===== src/rtl/oc_alu.sv =====
module oc_alu #(
  parameter int W = 8
) (
  input  logic         clk,
  input  logic         rst_n,
  input  logic         in_valid,
  input  logic [2:0]   op,
  input  logic [W-1:0] a,
  input  logic [W-1:0] b,
  output logic         out_valid,
  output logic [W-1:0] result,
  output logic         ovf,
  output logic         zero,
  output logic         equal
);
  localparam logic [2:0] OP_ADD = 3'b000;
  localparam logic [2:0] OP_SUB = 3'b001;
  localparam logic [2:0] OP_NEG = 3'b010;
  localparam logic [2:0] OP_EQ  = 3'b011;
  localparam logic [2:0] OP_ZT  = 3'b100;
  localparam logic [W-1:0] ONES = '1;

  logic         arith;
  logic [W-1:0] addend;
  logic [W:0]   first;
  logic [W-1:0] raw;
  logic [W-1:0] pick;
  logic [W-1:0] norm;
  logic         a_zero;
  logic         b_zero;
  logic         ovf_n;
  logic         zero_n;
  logic         eq_n;

  assign arith  = (op == OP_ADD) || (op == OP_SUB);
  assign addend = (op == OP_SUB) ? ~b : b;
  assign first  = {1'b0, a} + {1'b0, addend};
  assign raw    = first[W-1:0] + {{(W-1){1'b0}}, first[W]};

  always_comb begin
    case (op)
      OP_ADD, OP_SUB: pick = raw;
      OP_NEG:         pick = ~a;
      default:        pick = '0;
    endcase
  end

  assign norm   = (pick == ONES) ? '0 : pick;
  assign a_zero = (a == '0) || (a == ONES);
  assign b_zero = (b == '0) || (b == ONES);
  assign ovf_n  = arith && (a[W-1] == addend[W-1]) && (raw[W-1] != a[W-1]);
  assign eq_n   = (op == OP_EQ) && ((a == b) || (a_zero && b_zero));

  always_comb begin
    case (op)
      OP_ADD, OP_SUB, OP_NEG: zero_n = (norm == '0);
      OP_ZT:                  zero_n = a_zero;
      default:                zero_n = 1'b0;
    endcase
  end

  always_ff @(posedge clk or negedge rst_n) begin
    if (!rst_n) begin
      out_valid <= 1'b0;
      result    <= '0;
      ovf       <= 1'b0;
      zero      <= 1'b0;
      equal     <= 1'b0;
    end else begin
      out_valid <= in_valid;
      if (in_valid) begin
        result <= norm;
        ovf    <= ovf_n;
        zero   <= zero_n;
        equal  <= eq_n;
      end
    end
  end


  valid_follow_chk: assert property (@(posedge clk) disable iff (!rst_n)
    in_valid |=> out_valid);

  valid_idle_chk: assert property (@(posedge clk) disable iff (!rst_n)
    !in_valid |=> !out_valid && $stable(result) && $stable(ovf) && $stable(zero) && $stable(equal));

  no_neg_zero_chk: assert property (@(posedge clk) disable iff (!rst_n)
    out_valid |-> result != ONES);

  no_overflow_chk: assert property (@(posedge clk) disable iff (!rst_n)
    in_valid && !arith |=> !ovf);

  eq_only_chk: assert property (@(posedge clk) disable iff (!rst_n)
    in_valid && op != OP_EQ |=> !equal);

  neg_zero_chk: assert property (@(posedge clk) disable iff (!rst_n)
    in_valid && op == OP_NEG && (a == '0 || a == ONES) |=> result == '0 && zero);

  zero_flag_chk: assert property (@(posedge clk) disable iff (!rst_n)
    in_valid && (op == OP_ADD || op == OP_SUB || op == OP_NEG) |=> zero == (result == '0));
endmodule


===== config.mk =====
export PLATFORM = sky130hd
export DESIGN_NAME = oc_alu
export DESIGN_NICKNAME = d
export VERILOG_FILES = /design/src/rtl/oc_alu.sv
export SDC_FILE = /design/constraint.sdc
export NUM_CORES = 1
export LEC_CHECK = 0
export BUFFER_PORTS_ARGS = -buffer_cell sky130_fd_sc_hd__buf_4
export CAP_MARGIN = 20
export CORE_ASPECT_RATIO = 0.8
export CORE_MARGIN = 2
export CORE_UTILIZATION = 51
export CTS_BUF_LIST = sky130_fd_sc_hd__clkbuf_4
export DETAILED_ROUTE_END_ITERATION = 7
export PLACE_DENSITY = 0.8
export REMOVE_ABC_BUFFERS = 1
export SLEW_MARGIN = 20
export SYNTH_ARGS = -nofsm -noshare
export SYNTH_HDL_FRONTEND = slang
export SYNTH_SLANG_ARGS = --single-unit

===== constraint.sdc =====
create_clock -name clk -period 1.4 [get_ports clk]
set_input_delay 0.28 -clock clk [delete_from_list [all_inputs] [get_ports clk]]
set_output_delay 0.28 -clock clk [all_outputs]
set_load 0.005 [all_outputs]

==> flow_summary.toml, run 1 <==
[synth]
synthFlopType = "dfrtp_1"
synth_warnings = 0
synth_top_area_frac = 0.1942
yosysTopAreaCell = "dfrtp_1"
syn_inst = 185
synth.area.top_cells = "dfrtp_1 (19%), ha_1 (8.9%), xnor2_1 (6.8%)"
async_reset_ff_frac = 1.000
netlist-cell-type-count = 58
avgSynthCellArea_um2 = 8.359
ys_seq_area_frac = 0.1942
synth_area_um2 = 1546
ys_ff_latch = 12
synth_edf_count = 0

[clock_tree]
clock-sinks = 12
cts.path.max_buffers = 2
cts_root_buf = "clkbuf_4"
htree_num_levels = 1
cts_made_buffers = 3

[sta]
worst-ep-kind = "register data pin"
worstEndpointGrtRepair = "zero$_DFFE_PN0P_/D"

[die]
initial_utilization = 0.5467
num_io_pins = 34
die_height_um = 53.26
rows = 17
die_x_um = 65.57

[place]
gp_congestion = 1.020
port_buffers = 33
place_area_um2 = 2297
hpwl_um = 4437

[global_route]
grt_max_degree = 15

[outcome]
lastStage = "global routing"
status = "did not finish"
first-error = "[ERROR DPL-0038] Utilization greater than 100%, impossible to legalize"
-- synth_stat cells, drive strengths merged (3+ instances only) --
master and count:
o2bb2ai 5, a211oi 5, clkbuf 5, nor3 6
nand2 15, nand3 3, nand4 5, nor4 6
xor2 12, xnor2 12, a21oi 10, o21ai 10
o31ai 6, ha 11, dfrtp 12, nor2 16
and2 5
-- stage by stage --
| step | cells | TNS [ns] | setup slack (ns) | hold slack, ns |
|---|---|---|---|---|
| after detailed placement | 314 | -29.49 | -3.041 | 0.1254 |
| after CTS | 327 | -21.17 | -2.225 | 0.1841 |
| after floorplan | 178 | -31.84 | -3.295 | -0.01559 |
| after global placement | 314 | -26.82 | -2.775 | 0.1188 |
-- logic make-up after synthesis --
| kind of cell | count (synthesis) | synth area share |
|---|---|---|
| XOR/XNOR | 25 | 0.1505 |
| flip-flops | 12 | 0.1942 |
| buffers and inverters | 9 | 0.02588 |
| multiplexers | 2 | 0.01375 |
| AO/OA/AOI/OAI | 57 | 0.2791 |
| AND/OR/NAND/NOR | 68 | 0.2346 |
| adder cells (fa/ha/maj) | 12 | 0.1019 |
-- what timing repair did --
item / 4_1_cts
hold buffers: 1
endpoints found under the hold margin: 12
pin swaps: 25
gates cloned: 0
endpoints found under the setup margin: 10
gates resized for setup: 48
buffers inserted: 9
==> run 2, diff against run 1 <==
Settings changed: CORE_ASPECT_RATIO 0.8 to not set, CORE_UTILIZATION 51 to 36, CTS_BUF_LIST sky130_fd_sc_hd__clkbuf_4 to not set, PLACE_DENSITY 0.8 to not set, PLACE_DENSITY_LB_ADDON set to 0.15.
==> run 2 against run 1 <==
The flow now finishes, with violations (negative setup slack). Synthesized cell count did not move. Synthesized area did not move.
==> flow_summary.toml, run 2 <==
[power]
power_density_nw_per_um2 = 741.6
total_power_w = 0.002140
vdd_drop_max_mv = 0.3531
power.leakage_nw = 1.301

[synth]
synth_area_um2 = 1546
avgSynthCellArea_um2 = 8.359
netlist-cell-type-count = 58
ys_ff_latch = 12
synth.area.top_cells = "dfrtp_1 (19%), ha_1 (8.9%), xnor2_1 (6.8%)"
synthFlopType = "dfrtp_1"
synth_top_area_frac = 0.1942
syn_inst = 185
synth_warnings = 0
ys_top_cells_by_count = "nor2_1 (16), nand2_1 (15), dfrtp_1 (12), xnor2_1 (12), xor2_1 (12)"
synth_most_common_cell = "nor2_1"
async_reset_ff_frac = 1.000
synth_edf_count = 0
ys_seq_area_frac = 0.1942
yosysTopAreaCell = "dfrtp_1"

[clock_tree]
cts_root_buf = "clkbuf_8"
htree_num_levels = 1
clock-sinks = 12
cts_tree = "yes"
clk_latency_ns = 0.24
cts_made_buffers = 3
clkTransAtPathRegs_ns = 0.05
cts.path.max_buffers = 2

[routing]
drtIter0Drc = 66
firstDrtPassIters = 4
wl_per_cell_um = 16.21
vias = 1949
drtAntennaViolNets = 0
drt_wl_total_um = 5772
drc = 0
vias_per_cell = 5.475

[die]
num_io_pins = 34
die_height_um = 69.54
die_x_um = 69.54
rows = 23
coreArea_um2 = 4058
dieArea_um2 = 4836
initial_utilization = 0.3811

[global_route]
grt_pass1_vias = 2006
antenna_found_initial = 0
overflow = 0
grt_first_pass_wirelength_um = 9315
track_usage = 0.2348
grt_max_degree = 13

[finish]
layout_common_cells = "buf_4 (117), nor2_1 (15), nand2_1 (13)"
layout_commonest_cell = "buf_4"
num-fill-cells = 275
multi_input_area_um2 = 1506
largest_reg_flops = 8
antenna_cells = 0
area_growth_pct = 86.57
nets = 342
utilization = 0.7111
drive_gt1_frac = 0.5915
layout.area.seq_um2 = 300.3
max_flop_register = "result"

[sta]
slew_headroom = 0.7147
setup_violations = 10
timing.final.crit_share = 2.713
tightestPinTransition_ns = 0.4265
hold_violations = 0
finalMaxSlewViolations = 0
setup_tns_ns = -23.36
rsz0062_at_grt = "true"
fmax_mhz = 263.3
setup_ws_ns = -2.398
post-route-min-period_ns = 3.798
fin_skew_ns = 0

[worst_setup_path]
crit_required_ns = 1.53
crit_fanout = 4
startpoint_type = "primary input"
end_kind = "register"
path_class = "in -> reg"
worstPathArrival_ns = 3.93

[worst_hold_path]
hold_class = "in -> reg"

[place]
port_buffers = 33
hpwl_um = 4323
gp_congestion = 0.8594

[outcome]
status = "finished, violations left"
violations = "negative setup slack"

[run]
maxCapViolations = 0
==> run 2: cell counts after synthesis <==
Identical to the previous run, type by type.
==> run 2: final timing paths <==
kind | start | slack [ns] | depth (start not counted) | to
worst max-delay path | op[1] | -2.40 | 21 | result[0]
worst min-delay path | in_valid | 0.22 | 1 | out_valid
worst max register to register | result[5] | 0.66 | 1 | result[5]
worst min register to register | result[1] | 0.49 | 1 | result[1]
max in group asynchronous | rst_n | 0.84 | 2 | result[3]
min in group asynchronous | rst_n | 0.41 | 2 | result[7]
==> run 2: cells by family after synthesis <==
logic type,count (synthesis),synth area share
flops,12,0.1942
mux,2,0.01375
compound gates,57,0.2791
xor+xnor,25,0.1505
fa+ha+maj,12,0.1019
simple gates,68,0.2346
buf+inv,9,0.02588
==> run 2: cell type report <==
cell class	count	area share
well taps	50	0.02168
multi-input cells	164	0.5221
inverters	2	0.002602
repair buffers	125	0.3352
clock buffers	3	0.01431
flip-flops and latches	12	0.1041
==> run 2: critical path, cell delays in order <==
cell and delay [ns]:
buf_6 0.10, nor2_4 0.10, and2_4 0.18, buf_6 0.12
buf_6 0.10, xor2_1 0.15, ha_1 0.28, a211oi_2 0.32
o31ai_2 0.12, and2_4 0.16, o21ai_2 0.15, nand2b_1 0.11
ha_4 0.19, ha_4 0.18, xor2_2 0.14, o2bb2ai_2 0.14
nand3_1 0.10, or4_4 0.55, a211oi_4 0.24, buf_6 0.17
o2bb2ai_4 0.05
==> run 2: power by group <==
part,internal [W],total [W],switching (W)
combinational,0.000755,0.00142,0.000664
sequential,0.000386,0.000410,0.0000242
clock,0.000189,0.000311,0.000122
==> run 2: what timing repair did <==
| action | CTS | global route |
|---|---|---|
| hold buffers | 1 | 0 |
| pin swaps | 26 | 15 |
| endpoints found under the hold margin | 12 | 0 |
| setup endpoints to repair | 10 | 11 |
| gates resized for setup | 37 | 26 |
| buffers inserted | 14 | 5 |
==> run 2: per-layer routing <==
metal / vias to the layer above / GRT usage / wire, um
met1: 932 / 0.2725 / 2305
met2: 54 / 0.4370 / 3095
met3: 17 / 0.02180 / 201
met5: - / 0 / 0
met4: 0 / 0.09586 / 170
li1: 946 / - / -
==> run 2: stage by stage <==
stage	cell area, um^2	worst slack, ns	cells	hold WS [ns]
global route	2885	-2.563	356	0.2147
CTS	2690	-2.278	351	0.2145
global placement	2372	-2.840	334	0.1177
finish	2885	-2.398	356	0.2165
floorplan	1514	-3.295	178	-0.01559
detailed placement	2372	-2.987	334	0.1222
Power figures use the tool's default switching activity.
==> run 3, diff against run 2 <==
Settings changed: CTS_BUF_LIST set to sky130_fd_sc_hd__clkbuf_4, CTS_CLUSTER_SIZE set to 28.
==> run 3 against run 2 <==
The run still ends with negative setup slack left. Clock skew stayed put. Die area stayed put. Register-to-register slack worse by 0.02 ns. First-iteration DRC count is 7.6% higher. Critical path depth stayed put. Via count is 1.5% higher. Wire length is 3.2% higher. Global-route usage is 0.61 points lower. Sequential power hardly changed. Critical endpoint unchanged.
==> flow_summary.toml, run 3 (synthesis gave the netlist of run 2 again) <==
[outcome]
status = "finished, violations left"
violations = "negative setup slack"

[worst_setup_path]
worst_path_largest_cell_delay_ns = 0.53
path_cells = "buf_6 > nor2_4 > and2_4 > xor2_2 > ha_2 > fa_2 > a211oi_2 > o31ai_2 > and2_4 > o21ai_2 > nand2b_1 > ha_4 > ha_4 > nand2_4 > nor3_2 > xnor2_1 > a21oi_2 > or4_4 > a211oi_4 > buf_6 > o2bb2ai_4"
crit_slowest_cell = "or4_4"
crit_family = "simple AND/OR/NAND/NOR gates"
path_class = "in -> reg"
crit_end = "result[0]"
crit_required_ns = 1.55
end_kind = "register"
worstPathArrival_ns = 4.02
startpoint_type = "primary input"
r2r-start = "result[5]"
rr_endpoint = "result[5]"
r2r_slack_ns = 0.64
worst-path-buf-inv = 2
worst-path-stages = 21
critPathLaunch = "op[1]"
worst_r2r_path_depth = 1
crit_fanout = 3

[clock_tree]
cts_tree = "yes"
cts.path.max_buffers = 2
htree_num_levels = 1
cts_made_buffers = 3
clock-sinks = 12
cts_root_buf = "clkbuf_4"
clkTransAtPathRegs_ns = 0.07
clk_latency_ns = 0.26

[sta]
fmax_mhz = 259.0
setup_violations = 10
hold_ws_ns = 0.2007
rsz0062_at_grt = "true"
post-route-min-period_ns = 3.861
tightestPinTransition_ns = 0.5095
fin_skew_ns = 0
slew_headroom = 0.6597
finalMaxSlewViolations = 0
setup_ws_ns = -2.461
hold_violations = 0
timing.final.crit_share = 2.758

[finish]
largest_reg_flops = 8
nets = 342
max_flop_register = "result"
layout.area.seq_um2 = 300.3
final_cells = 356
multi_input_area_um2 = 1525
layout_common_cells = "buf_4 (116), nor2_1 (15), nand2_1 (13)"
area_growth_pct = 86.81
finish.instance_area_um2 = 2889
num-fill-cells = 274
antenna_cells = 0
drive_gt1_frac = 0.5980
layout_commonest_cell = "buf_4"

[die]
dieArea_um2 = 4836
rows = 23
die_height_um = 69.54
die_x_um = 69.54
num_io_pins = 34
initial_utilization = 0.3811
coreArea_um2 = 4058

[place]
dp.cells = 334
port_buffers = 33
hpwl_um = 4323
place_area_um2 = 2372
gp_congestion = 0.8594

[run]
maxCapViolations = 0

[global_route]
overflow = 0
track_usage = 0.2288
grt_first_pass_wirelength_um = 9225
grt_max_degree = 13
grt_pass1_vias = 1989
antenna_found_initial = 0

[routing]
firstDrtPassIters = 4
drtAntennaViolNets = 0
drt_wl_total_um = 5955
wl_per_cell_um = 16.73
vias = 1978
drtIter0Drc = 71
vias_per_cell = 5.556
drc = 0

[worst_hold_path]
hold_class = "in -> reg"

[power]
vdd_drop_max_mv = 0.3436
power.leakage_nw = 1.299
power_density_nw_per_um2 = 703.8
==> run 3: worst min path at each step <==
stage                  start   endpoint  cells after the start  slack [ns]
floorplan              rst_n      equal                      0       -0.02
global placement       rst_n  result[5]                      1        0.12
detailed placement     rst_n  result[7]                      1        0.12
CTS                 in_valid  out_valid                      1        0.19
global route        in_valid  out_valid                      1        0.20
finish              in_valid  out_valid                      1        0.20
==> run 3: timing repair <==
action                                  CTS  global route
pin swaps                                24            17
gates resized for setup                  35            32
hold endpoints to repair                 12             0
endpoints found under the setup margin   10            10
hold buffers                              1             0
buffers inserted                         14             5
==> run 3: where the power goes <==
| group | switching [W] | internal, W | total, W | leakage, nW |
|---|---|---|---|---|
| Clock | 0.0000996 | 0.0000993 | 0.000199 | 0.0138 |
| Combinational | 0.000670 | 0.000755 | 0.00143 | 1.13 |
| Sequential | 0.0000244 | 0.000385 | 0.000409 | 0.158 |
==> run 3: layout make-up <==
class | instances | area share
timing repair buffer | 125 | 0.3361
multi-input combinational | 164 | 0.5279
tap | 50 | 0.02165
clock buffer | 3 | 0.007796
sequential | 12 | 0.1039
inverter | 2 | 0.002599
==> run 3: metal layers <==
metal | part of all wire | track usage | vias to the layer above
li1 | - | - | 948
met4 | 0.015 | 0.07407 | 0
met3 | 0.038 | 0.01744 | 12
met2 | 0.54 | 0.4252 | 56
met1 | 0.40 | 0.2760 | 962
met5 | 0 | 0 | -
==> run 3: per-stage QoR <==
step | util | setup WS (ns) | power (W) | setup TNS, ns
after floorplan | - | -3.295 | 0.0009260 | -31.84
after global placement | 0.5846 | -2.840 | 0.001479 | -27.52
after detailed placement | 0.5846 | -2.987 | 0.001507 | -28.99
after CTS | 0.6556 | -2.248 | 0.001871 | -21.76
after global routing | 0.7120 | -2.581 | 0.002162 | -24.83
final | 0.7120 | -2.461 | 0.002033 | -23.68
